File: src/rtl/sat_pkg.sv
package sat_pkg;
    localparam int BUS_AW = 6;
    localparam logic [BUS_AW-1:0] A_CTRL   = 6'h00;
    localparam logic [BUS_AW-1:0] A_MODE   = 6'h04;
    localparam logic [BUS_AW-1:0] A_PRESC  = 6'h08;
    localparam logic [BUS_AW-1:0] A_ALM_LO = 6'h0C;
    localparam logic [BUS_AW-1:0] A_ALM_HI = 6'h10;
    localparam logic [BUS_AW-1:0] A_MSK_LO = 6'h14;
    localparam logic [BUS_AW-1:0] A_MSK_HI = 6'h18;
    localparam logic [BUS_AW-1:0] A_TIM_LO = 6'h20;
    localparam logic [BUS_AW-1:0] A_TIM_HI = 6'h24;

    // control word bit positions
    localparam int C_RUN    = 0;
    localparam int C_HALT   = 1;
    localparam int C_ARM    = 2;
    localparam int C_DISARM = 3;
    localparam int C_ZERO   = 4;
    localparam int C_LOAD   = 5;
    localparam int C_SNAP   = 6;
    localparam int C_HIT    = 7;

    // mode word bit positions
    localparam int MODE_W  = 4;
    localparam int M_CAL   = 0;
    localparam int M_WAKE  = 1;
    localparam int M_WRST  = 2;
    localparam int M_WCONT = 3;

    typedef struct packed {
        logic run;
        logic halt;
        logic arm;
        logic disarm;
        logic zero;
        logic load;
        logic snap;
    } cmd_t;
endpackage

File: src/rtl/sat_prescaler.sv
module sat_prescaler #(
    parameter int W = 26
) (
    input  logic         clk,
    input  logic         rst_n,
    input  logic         en,
    input  logic         ref_en,
    input  logic         clr,
    input  logic [W-1:0] limit,
    output logic         tick
);
    typedef struct packed {
        logic [W-1:0] cnt;
    } st_t;

    st_t st_d, st_q;

    always_comb begin
        st_d = st_q;
        // >= keeps the divider from running away if the limit is lowered
        tick = en && ref_en && (st_q.cnt >= limit);
        if (clr) begin
            st_d.cnt = '0;
        end else if (en && ref_en) begin
            st_d.cnt = tick ? '0 : st_q.cnt + 1'b1;
        end
    end

    always_ff @(posedge clk or negedge rst_n) begin
        if (!rst_n) st_q <= '0;
        else        st_q <= st_d;
    end
endmodule

File: src/rtl/sat_seconds.sv
module sat_seconds #(
    parameter int W = 62
) (
    input  logic         clk,
    input  logic         rst_n,
    input  logic         clr,
    input  logic         load,
    input  logic [W-1:0] load_val,
    input  logic         step,
    output logic [W-1:0] count
);
    typedef struct packed {
        logic [W-1:0] secs;
    } st_t;

    st_t st_d, st_q;

    always_comb begin
        st_d = st_q;
        if (clr)       st_d.secs = '0;
        else if (load) st_d.secs = load_val;
        else if (step) st_d.secs = st_q.secs + 1'b1;
    end

    assign count = st_q.secs;

    always_ff @(posedge clk or negedge rst_n) begin
        if (!rst_n) st_q <= '0;
        else        st_q <= st_d;
    end
endmodule

File: src/rtl/sat_match.sv
module sat_match #(
    parameter int TW = 62,
    parameter int AW = 43
) (
    input  logic          clk,
    input  logic          rst_n,
    input  logic          arm,
    input  logic          disarm,
    input  logic          step,
    input  logic [TW-1:0] count,
    input  logic [AW-1:0] alarm,
    input  logic [TW-1:0] mask,
    output logic          armed,
    output logic          hit_now,
    output logic          flag
);
    localparam int PAD = TW - AW;

    typedef struct packed {
        logic armed;
        logic step_q;
        logic flag;
    } st_t;

    st_t          st_d, st_q;
    logic [TW-1:0] target;

    assign target = {{PAD{1'b0}}, alarm};

    always_comb begin
        st_d        = st_q;
        hit_now     = st_q.armed && st_q.step_q && (((count ^ target) & mask) == '0);
        st_d.step_q = step;
        if (arm)     st_d.armed = 1'b1;
        if (disarm)  st_d.armed = 1'b0;
        if (hit_now) st_d.flag  = 1'b1;
        if (disarm)  st_d.flag  = 1'b0;
    end

    assign armed = st_q.armed;
    assign flag  = st_q.flag;

    always_ff @(posedge clk or negedge rst_n) begin
        if (!rst_n) st_q <= '0;
        else        st_q <= st_d;
    end
endmodule

File: src/rtl/secs_alarm_timer.sv
module secs_alarm_timer
    import sat_pkg::*;
#(
    parameter int PRESC_W = 26,
    parameter int TIME_W  = 62,
    parameter int ALARM_W = 43,
    parameter int DATA_W  = 32
) (
    input  logic              clk,
    input  logic              rst_n,
    input  logic              ref_en,
    input  logic              bus_sel,
    input  logic              bus_wr,
    input  logic [BUS_AW-1:0] bus_addr,
    input  logic [DATA_W-1:0] bus_wdata,
    output logic [DATA_W-1:0] bus_rdata,
    output logic              irq_o
);
    localparam int TH_W = TIME_W - DATA_W;
    localparam int AH_W = ALARM_W - DATA_W;

    typedef struct packed {
        logic                running;
        logic                upl_pend;
        logic                upl_done;
        logic [MODE_W-1:0]   mode;
        logic [PRESC_W-1:0]  presc;
        logic [ALARM_W-1:0]  alarm;
        logic [TIME_W-1:0]   mask;
        logic [TIME_W-1:0]   hold;
        logic [TH_W-1:0]     shadow;
        logic [DATA_W-1:0]   rdata;
    } reg_t;

    reg_t              st_d, st_q;
    cmd_t              cmd;
    logic              wr_acc, rd_acc, ctrl_wr;
    logic              tick, hit_now, armed, flag;
    logic              wake_hit, wake_clr, wake_halt, run_eff, cnt_clr;
    logic [TIME_W-1:0] count;
    logic              run_now, pend_now, done_now;

    // command decode
    always_comb begin
        wr_acc     = bus_sel && bus_wr;
        rd_acc     = bus_sel && !bus_wr;
        ctrl_wr    = wr_acc && (bus_addr == A_CTRL);
        cmd.run    = ctrl_wr && bus_wdata[C_RUN];
        cmd.halt   = ctrl_wr && bus_wdata[C_HALT];
        cmd.arm    = ctrl_wr && bus_wdata[C_ARM];
        cmd.disarm = ctrl_wr && bus_wdata[C_DISARM];
        cmd.zero   = ctrl_wr && bus_wdata[C_ZERO];
        cmd.load   = ctrl_wr && bus_wdata[C_LOAD];
        cmd.snap   = ctrl_wr && bus_wdata[C_SNAP];
    end

    // wake actions taken on an alarm hit
    always_comb begin
        wake_hit  = hit_now && st_q.mode[M_WAKE];
        wake_clr  = wake_hit && st_q.mode[M_WRST];
        wake_halt = wake_hit && !st_q.mode[M_WRST] && !st_q.mode[M_WCONT];
        run_eff   = st_q.running && !wake_halt;
        cnt_clr   = cmd.zero || wake_clr;
    end

    sat_prescaler #(.W(PRESC_W)) u_presc (
        .clk    (clk),
        .rst_n  (rst_n),
        .en     (run_eff),
        .ref_en (ref_en),
        .clr    (cnt_clr),
        .limit  (st_q.presc),
        .tick   (tick)
    );

    sat_seconds #(.W(TIME_W)) u_secs (
        .clk      (clk),
        .rst_n    (rst_n),
        .clr      (cnt_clr),
        .load     (st_q.upl_pend),
        .load_val (st_q.hold),
        .step     (tick),
        .count    (count)
    );

    sat_match #(.TW(TIME_W), .AW(ALARM_W)) u_match (
        .clk     (clk),
        .rst_n   (rst_n),
        .arm     (cmd.arm),
        .disarm  (cmd.disarm),
        .step    (tick),
        .count   (count),
        .alarm   (st_q.alarm),
        .mask    (st_q.mask),
        .armed   (armed),
        .hit_now (hit_now),
        .flag    (flag)
    );

    // register file next state
    always_comb begin
        st_d = st_q;

        st_d.upl_pend = cmd.load;
        if (cmd.load)          st_d.upl_done = 1'b0;
        else if (st_q.upl_pend) st_d.upl_done = 1'b1;

        if (cmd.run)   st_d.running = 1'b1;
        if (cmd.halt)  st_d.running = 1'b0;
        if (wake_halt) st_d.running = 1'b0;

        if (cmd.snap) st_d.shadow = count[TIME_W-1:DATA_W];

        if (wr_acc) begin
            case (bus_addr)
                A_MODE:   st_d.mode                   = bus_wdata[MODE_W-1:0];
                A_PRESC:  st_d.presc                  = bus_wdata[PRESC_W-1:0];
                A_ALM_LO: st_d.alarm[DATA_W-1:0]      = bus_wdata;
                A_ALM_HI: st_d.alarm[ALARM_W-1:DATA_W] = bus_wdata[AH_W-1:0];
                A_MSK_LO: st_d.mask[DATA_W-1:0]       = bus_wdata;
                A_MSK_HI: st_d.mask[TIME_W-1:DATA_W]  = bus_wdata[TH_W-1:0];
                A_TIM_LO: st_d.hold[DATA_W-1:0]       = bus_wdata;
                A_TIM_HI: st_d.hold[TIME_W-1:DATA_W]  = bus_wdata[TH_W-1:0];
                default: ;
            endcase
        end

        if (rd_acc) begin
            st_d.rdata = '0;
            case (bus_addr)
                A_CTRL: begin
                    st_d.rdata[C_RUN]  = st_q.running;
                    st_d.rdata[C_ARM]  = armed;
                    st_d.rdata[C_LOAD] = st_q.upl_done;
                    st_d.rdata[C_HIT]  = flag;
                end
                A_MODE:   st_d.rdata = {{(DATA_W-MODE_W){1'b0}}, st_q.mode};
                A_PRESC:  st_d.rdata = {{(DATA_W-PRESC_W){1'b0}}, st_q.presc};
                A_ALM_LO: st_d.rdata = st_q.alarm[DATA_W-1:0];
                A_ALM_HI: st_d.rdata = {{(DATA_W-AH_W){1'b0}}, st_q.alarm[ALARM_W-1:DATA_W]};
                A_MSK_LO: st_d.rdata = st_q.mask[DATA_W-1:0];
                A_MSK_HI: st_d.rdata = {{(DATA_W-TH_W){1'b0}}, st_q.mask[TIME_W-1:DATA_W]};
                A_TIM_LO: begin
                    st_d.rdata  = count[DATA_W-1:0];
                    st_d.shadow = count[TIME_W-1:DATA_W];
                end
                A_TIM_HI: st_d.rdata = {{(DATA_W-TH_W){1'b0}}, st_q.shadow};
                default: ;
            endcase
        end
    end

    always_ff @(posedge clk or negedge rst_n) begin
        if (!rst_n) begin
            st_q      <= '0;
            st_q.mask <= '1;
        end else begin
            st_q <= st_d;
        end
    end

    assign bus_rdata = st_q.rdata;
    assign irq_o     = flag;
    assign run_now   = st_q.running;
    assign pend_now  = st_q.upl_pend;
    assign done_now  = st_q.upl_done;
endmodule

File: config.mk
export PLATFORM = sky130hd
export DESIGN_NAME = secs_alarm_timer
export DESIGN_NICKNAME = d
export VERILOG_FILES = /design/src/rtl/sat_pkg.sv /design/src/rtl/sat_prescaler.sv /design/src/rtl/sat_seconds.sv /design/src/rtl/sat_match.sv /design/src/rtl/secs_alarm_timer.sv
export SDC_FILE = /design/constraint.sdc
export NUM_CORES = 1
export LEC_CHECK = 0
export CAP_MARGIN = 20
export CORE_ASPECT_RATIO = 0.75
export CORE_MARGIN = 2
export CORE_UTILIZATION = 40
export DETAILED_ROUTE_END_ITERATION = 10
export DONT_BUFFER_PORTS = 1
export PLACE_DENSITY = 0.53
export SYNTH_ARGS = -nofsm -noshare
export SYNTH_HDL_FRONTEND = slang
export SYNTH_HIERARCHICAL = 1
export SYNTH_SLANG_ARGS = --single-unit
File: constraint.sdc
create_clock -name clk -period 5.3 [get_ports clk]
set_input_delay 0.53 -clock clk [delete_from_list [all_inputs] [get_ports clk]]
set_output_delay 0.53 -clock clk [all_outputs]
set_load 0.01 [all_outputs]
==> results of run 1 <==
-- kinds of logic (layout without fill, tap and decap cells) --
logic type,count (synthesis),count (layout)
and+or+nand+nor,555,555
DFF,353,353
adders and majority gates,28,28
AOI/OAI and AO/OA,292,292
xor gates and xnor gates,74,74
buffers and inverters,171,143
muxes,242,242
other,0,3
-- critical path: stages (launching register included) --
cell and delay (ps):
dfrtp_1 460, ha_1 330, nand4_1 120, nor3_1 480, o21ai_0 190, and3_1 290, nor2_1 590, nand4_1 220
nor4_1 550, buf_4 240, nand4_1 450, or4_1 670, a311oi_1 290
-- sequential cells by signal (all words and copies together), names as in the netlist --
| register | count |
|---|---|
| run_now | 1 |
| u_match/armed | 1 |
| u_match/st_q | 1 |
| u_secs/count | 62 |
| done_now | 1 |
| u_match/flag | 1 |
| bus_rdata | 32 |
| u_presc/st_q | 26 |
| pend_now | 1 |
| st_q | 227 |
-- path summary, 6_finish.rpt --
| kind | start | to | slack (ps) | depth (start not counted) |
|---|---|---|---|---|
| worst max-delay path | u_presc/st_q[23] | u_secs/count[59] | 320 | 12 |
| worst min-delay path | rst_n | u_presc/st_q[17] | -300 | 0 |
| worst max register to register | u_presc/st_q[23] | u_secs/count[59] | 320 | 12 |
| worst min register to register | st_q[70] | st_q[70] | 510 | 1 |
| max in group asynchronous | rst_n | pend_now | 4390 | 0 |
| min in group clk | bus_wdata[1] | run_now | 70 | 1 |
-- layer usage --
metal,up-vias,part of all wire,track usage,wire (um)
li1,6218,-,-,-
met1,7285,0.46,0.393,29200
met2,621,0.42,0.372,26500
met3,122,0.10,0.0827,6370
met4,2,0.026,0.0767,1660
met5,-,0.00028,0,18
-- power by group --
group | switching, W | internal [W]
logic | 0.000542 | 0.000457
registers | 0.000371 | 0.00301
clock network | 0.00117 | 0.00171
total | 0.00208 | 0.00517
-- per-stage QoR --
stage | hold WS [ps] | instance area (sq um)
after CTS | -325 | 20200
after detailed placement | 252 | 18900
after floorplan | 234 | 18600
after global placement | 252 | 18900
final | -303 | 20200
after global routing | -326 | 20200
-- area by class of cell --
type | instances | area, sq um
fillers | 4387 | 25700
flip-flops and latches | 353 | 8910
multi-input cells | 1191 | 8840
clock buffers | 54 | 1140
well taps | 595 | 744
repair buffers | 31 | 233
clock inverters | 17 | 204
inverters | 41 | 154
diodes | 3 | 7.51
-- cells in the mapped netlist (8+ instances only) --
library cell	count	area [sq um]
nor4b_1	9	78.8
xor2_1	61	534
a311oi_1	18	158
mux2i_1	10	100
nor3_1	18	90.1
o21ai_0	24	120
a21oi_1	62	310
and2_1	10	62.6
nand2b_1	9	56.3
or3_1	8	50.1
or4_1	13	97.6
a22oi_1	51	383
buf_2	24	120
clkbuf_1	47	176
dfstp_2	62	1630
a31oi_1	32	200
dfrtp_1	291	7280
nand3b_1	12	90.1
mux2_2	219	2470
buf_4	47	353
ha_1	28	350
nor2_1	102	383
xnor2_1	13	114
a211oi_1	24	180
and4_1	11	96.3
nand2_1	153	574
inv_1	41	154
mux2_4	10	150
nand4b_1	11	96.3
nand3_1	47	235
and3_1	39	244
nand4_1	61	382
a221oi_1	23	201
o31ai_1	11	82.6
nor4_1	16	100
a2111oi_0	8	70.1
==> qor.csv, run 1 <==
stage,metric,value,unit
drt,Iteration-0 DRC Markers,1515,
cells_and_area,# nets final,1728,
sta,Max-slew headroom,0.0300,
clocking,Num Clock Sinks,353,
sta,setup_tns,0,ps
drt,via count,14200,
yosys,Post-Synth Simple-Gate Area,0.161,
sta,count of final hold-check violations,224,
yosys,largest family of logic cells by synthesized area,simple AND/OR/NAND/NOR gates,
yosys,Post-Synthesis Cells,1715,
clocking,CTS Buf Count,39,
sta,Slew Limit Fails,0,
yosys,synthesis warning total,6,
drt,DRT Pass-1 Iters,8,
clocking,H-tree depth reported by CTS,2,
yosys,cell area after synthesis,0.0186,sq mm
power,VDD IR-drop max,0.183,mV
worst_setup_path,CP max FO,13,
place,Post-Place Setup Slack,509,ps
sta,Final Cycle Share,0.940,
drt,drt drc,0,
worst_setup_path,CP Data Arrival Time,5420,ps
yosys,Cell variety after synth,76,
worst_setup_path,CP Capture Type,flop,
floorplanning,die area,0.0482,sq mm
yosys,top_reg_cell synth,dfrtp_1,
cells_and_area,layout cell share with drive strength beyond 1,0.249,
clocking,Setup Buffers After CTS,0,
sta,final hold slack,-303,ps
drt,DRT Wirelength,63700,um
global_route,largest net degree at the start of global routing,354,
outcome,failing checks,negative hold slack,
clocking,Clock Latency Late Sink,550,ps
floorplanning,Initial Utilization,0.405,
global_route,all-layer global routing usage,0.266,
global_route,initial antenna violation count,4,
sta,Slew @ Worst Pin,1450,ps
run,Max Cap Viol,0,
sta,minimum clock period,4980,ps
cells_and_area,"most common cell after layout, fill and taps aside",dfrtp_1,
yosys,Post-Synth Adder-Cell Area,0.0188,
worst_setup_path,Setup CP Type,reg -> reg,
place,Cells after DPL,2211,
clocking,CTS root buf,clkbuf_16,
yosys,number of synthesized flops with an enable pin,0,
drt,WL per Instance,27.9,um
drt,post-detailed-route count of antenna-violating nets,0,
clocking,post-cts gate resize count,0,
global_route,first-pass GRT wire length,94900,um
floorplanning,num ports,76,
place,HPWL after DPL,43500,um
cells_and_area,Final Non-Filler Cells,2285,
sta,post-route setup slack,317,ps
power,total power divided by cell area,359,mW/mm^2
clocking,CTS tree,built,
yosys,Syn Nets,1786,
sta,Clock Skews,20.1,ps
sta,fmax,0.201,GHz
power,total power,0.00726,W
clocking,clk buf depth,3,
floorplanning,height of the die,191,um
sta,RSZ-0062 raised after global routing,false,
cells_and_area,"Core Util, Final",0.441,
global_route,vias in the first global route,13700,
yosys,synthesized area per cell,10.8,sq um
sta,# setup viols final,0,
clocking,clock transition at the registers of the reported paths,60,ps
worst_setup_path,Worst EP required,5730,ps
worst_setup_path,crit path launch type,flop,
yosys,sequential cell area fraction in the yosys report,0.479,
place,gpl congestion,0.917,
floorplanning,row cnt,68,
yosys,ys async rst share,1.00,
place,Buffers on Ports,0,
cells_and_area,most frequent cells in the layout,"dfrtp_1, mux2_2, nand2_1, nor2_1",
floorplanning,core area,0.0459,sq mm
cells_and_area,Layout area overhead,8.88,%
yosys,post-synthesis mux area share,0.149,
power,Leak,8.67,nW
worst_hold_path,worst hold path class,in -> async,
yosys,Synth Area in Compound Gates,0.109,
yosys,#FFs+latches synth,353,
outcome,status,finished with violations,
floorplanning,Die W,253,um
yosys,post-synthesis xor/xnor area fraction,0.0349,
global_route,gr ovfl total,0,
drt,vias per inst,6.24,
No activity file was read; power rests on OpenSTA's default activity.
==> run 2: changes to the inputs <==
ABC_AREA = 1   (was not set)
==> qor.csv, run 2 <==
stage,metric,value,unit,change
cells_and_area,Top reg by flops,st_q,,
power,internal power,0.00469,W,-9.4%
yosys,most instantiated cells after synthesis,"nand2_1, nor2_1, inv_1",,
global_route,vias in the first global route,18200,,+32%
yosys,Post-Synthesis Cells,3010,,+76%
drt,DRT Wirelength,81700,um,+28%
yosys,cell area after synthesis,0.0206,sq mm,+11%
cells_and_area,most frequent cells in the layout,"nand2_1, nor2_1, inv_1, dfrtp_1, o21ai_0",,
place,Post-Place Setup Slack,1090,ps,+581 ps
power,clock power share,0.440,,+0.043
power,VDD IR-drop max,0.204,mV,+11%
run,Max Cap Viol,0,,unchanged
power,Seq pwr share,0.482,,+0.017
drt,via count,19500,,+37%
clocking,clock transition at the registers of the reported paths,70,ps,about the same
yosys,number of synthesized flops with an enable pin,0,,unchanged
place,Buffers on Ports,0,,unchanged
drt,DRT Pass-1 Iters,6,,-2
yosys,#FFs+latches synth,353,,unchanged
power,Sw Share,0.273,,-0.0146
sta,minimum clock period,4220,ps,-767 ps
yosys,Cell variety after synth,41,,-46%
outcome,status,finished with violations,,
cells_and_area,layout cell share with drive strength beyond 1,0.0742,,-0.175
floorplanning,die area,0.0533,sq mm,+10%
yosys,synthesized area per cell,6.84,sq um,-37%
sta,fmax,0.237,GHz,+18%
global_route,all-layer global routing usage,0.307,,+0.0402
floorplanning,Die W,266,um,+5.1%
worst_setup_path,crit path launch type,flop,,
drt,drt drc,0,,unchanged
outcome,failing checks,negative hold slack,,
sta,final hold slack,-339,ps,-36.0 ps
global_route,largest net degree at the start of global routing,354,,unchanged
place,gpl congestion,0.963,,+5.0%
clocking,Clock Latency Late Sink,580,ps,+30 ps
sta,count of final hold-check violations,294,,+31%
power,Sw Pwr,0.00176,W,-16%
sta,# setup viols final,0,,unchanged
yosys,Yosys top cell area share,0.354,,-0.0378
sta,RSZ-0062 raised after global routing,false,,
clocking,CTS root buf,clkbuf_16,,
power,Leak,11.2,nW,+30%
sta,Slew Limit Fails,0,,unchanged
global_route,gr ovfl total,0,,unchanged
global_route,first-pass GRT wire length,121000,um,+28%
power,combinational power share,0.078,,-0.060
worst_setup_path,CP Capture Type,flop,,
cells_and_area,max reg flops,227,,unchanged
drt,vias per inst,5.36,,-14%
drt,WL per Instance,22.5,um,-19%
sta,post-route setup slack,1080,ps,+767 ps
drt,Iteration-0 DRC Markers,2089,,+38%
yosys,ys async rst share,1.00,,unchanged
worst_setup_path,CP Data Arrival Time,4680,ps,-740 ps
global_route,initial antenna violation count,3,,-1
worst_setup_path,Setup CP Type,reg -> reg,,
clocking,CTS tree,built,,
clocking,clk buf depth,3,,unchanged
drt,post-detailed-route count of antenna-violating nets,0,,unchanged
worst_setup_path,Worst EP required,5760,ps,+30 ps
cells_and_area,"most common cell after layout, fill and taps aside",nand2_1,,
floorplanning,num ports,76,,unchanged
clocking,H-tree depth reported by CTS,2,,unchanged
sta,Clock Skews,25.9,ps,+5.78 ps
sta,Final Cycle Share,0.796,,-0.145
yosys,synthesis warning total,6,,unchanged
power,total power,0.00644,W,-11%
sta,setup_tns,0,ps,unchanged
cells_and_area,# nets final,3018,,+75%
yosys,top_reg_cell synth,dfrtp_1,,
sta,Slew @ Worst Pin,1150,ps,-308 ps
floorplanning,row cnt,71,,+4.4%
floorplanning,height of the die,200,um,+5.1%
power,total power divided by cell area,290,mW/mm^2,-19%
cells_and_area,Layout area overhead,8.06,%,
floorplanning,core area,0.0505,sq mm,+9.8%
yosys,Syn Nets,3081,,+73%
clocking,Num Clock Sinks,353,,unchanged
place,HPWL after DPL,59600,um,+37%
worst_setup_path,CP max FO,31,,+18
worst_hold_path,worst hold path class,in -> async,,
yosys,sequential cell area fraction in the yosys report,0.433,,-0.0463
yosys,most numerous cell in the Yosys netlist,nand2_1,,
clocking,CTS Buf Count,40,,+2.6%
sta,Max-slew headroom,0.235,,+0.205
floorplanning,Initial Utilization,0.408,,+0.00320
yosys,Synth area leaders,"dfrtp_1, nand2_1, dfstp_2",,
yosys,post-synth top area cell,dfrtp_1,,
## run 2: cell types whose count changed after synthesis, sizes merged, moves of 39 or more
cell,delta
mux2,-230
and3,-42
nand3,+120
nand2,+1027
a22oi,-47
o21ai,+266
xor2,-39
nor2,+307
inv,+265
## run 2: what timing repair did
action / in CTS / in global routing
buffers inserted: 0 / 0
endpoints found under the hold margin: 353 / 323
resized for setup: 0 / 0
## run 2: layout make-up
class                           count  area [sq um]
Tap cell                          657           822
Sequential cell                   353          8910
Antenna cell                        1          2.50
Inverter                          307          1150
Fill cell                        5348         28200
Timing Repair Buffer               28           210
Clock buffer                       63          1190
Clock inverter                     10           118
Multi-Input combinational cell   2217          9830
## run 2: path summary, 6_finish.rpt
check	start	to	slack, ps	cells past startpoint
max	u_secs/count[23]	u_secs/count[22]	1080	20
min	rst_n	st_q[195]	-340	0
max reg2reg	u_secs/count[23]	u_secs/count[22]	1080	20
min reg2reg	st_q[143]	st_q[143]	480	2
max in group asynchronous	rst_n	u_secs/count[27]	4790	0
min in group clk	bus_wdata[1]	run_now	40	1
## run 2: metrics by stage
stage                     instances  hold WS [ps]  utilization  area, sq um
final                          3636          -339        0.441        22200
after global routing           3636          -368        0.441        22200
after CTS                      3635          -365        0.441        22200
after detailed placement       3562           247        0.415        20900
after global placement         3562           252        0.415        20900
after floorplan                3010           234            -        20600
## run 2: critical path, cell delays in order, from the launching register on
cell      delay (ps)
dfrtp_1          460
or2_1            250
nand3_2           70
nand2_1           50
nor2_1           220
nand4_1          130
nor2_1           100
nand2_1           70
nor2_1           200
nand2_1           90
nor3_1           230
nor2_1            70
nand2_1          110
inv_1             70
nand2_2          420
inv_1            240
o21bai_4         530
buf_4            480
nor2_1            90
o21ai_0          100
nand2_1           70
## run 2: power by group through the flow
| stage | clock network, W | logic [W] | registers [W] |
|---|---|---|---|
| floorplan | 0 | 0.000369 | 0.00307 |
| global placement | 0 | 0.000484 | 0.00314 |
| detailed placement | 0 | 0.000496 | 0.00315 |
| CTS | 0.00288 | 0.000498 | 0.00310 |
| global route | 0.00300 | 0.000573 | 0.00313 |
| finish | 0.00284 | 0.000501 | 0.00310 |
## run 2: per-layer routing
| layer | wire [um] | up-vias | GRT usage |
|---|---|---|---|
| met2 | 32900 | 772 | 0.425 |
| met3 | 8610 | 112 | 0.0857 |
| li1 | - | 9211 | - |
| met1 | 38400 | 9374 | 0.467 |
| met5 | 10 | - | 0 |
| met4 | 1850 | 2 | 0.0726 |
## run 2: kinds of logic after synthesis
| logic type | share of synthesized area |
|---|---|
| AO/OA/AOI/OAI | 0.0854 |
| XOR/XNOR | 0.0153 |
| adder cells (fa/ha/maj) | 0.0170 |
| buffers and inverters | 0.0914 |
| flip-flops | 0.433 |
| AND/OR/NAND/NOR | 0.358 |
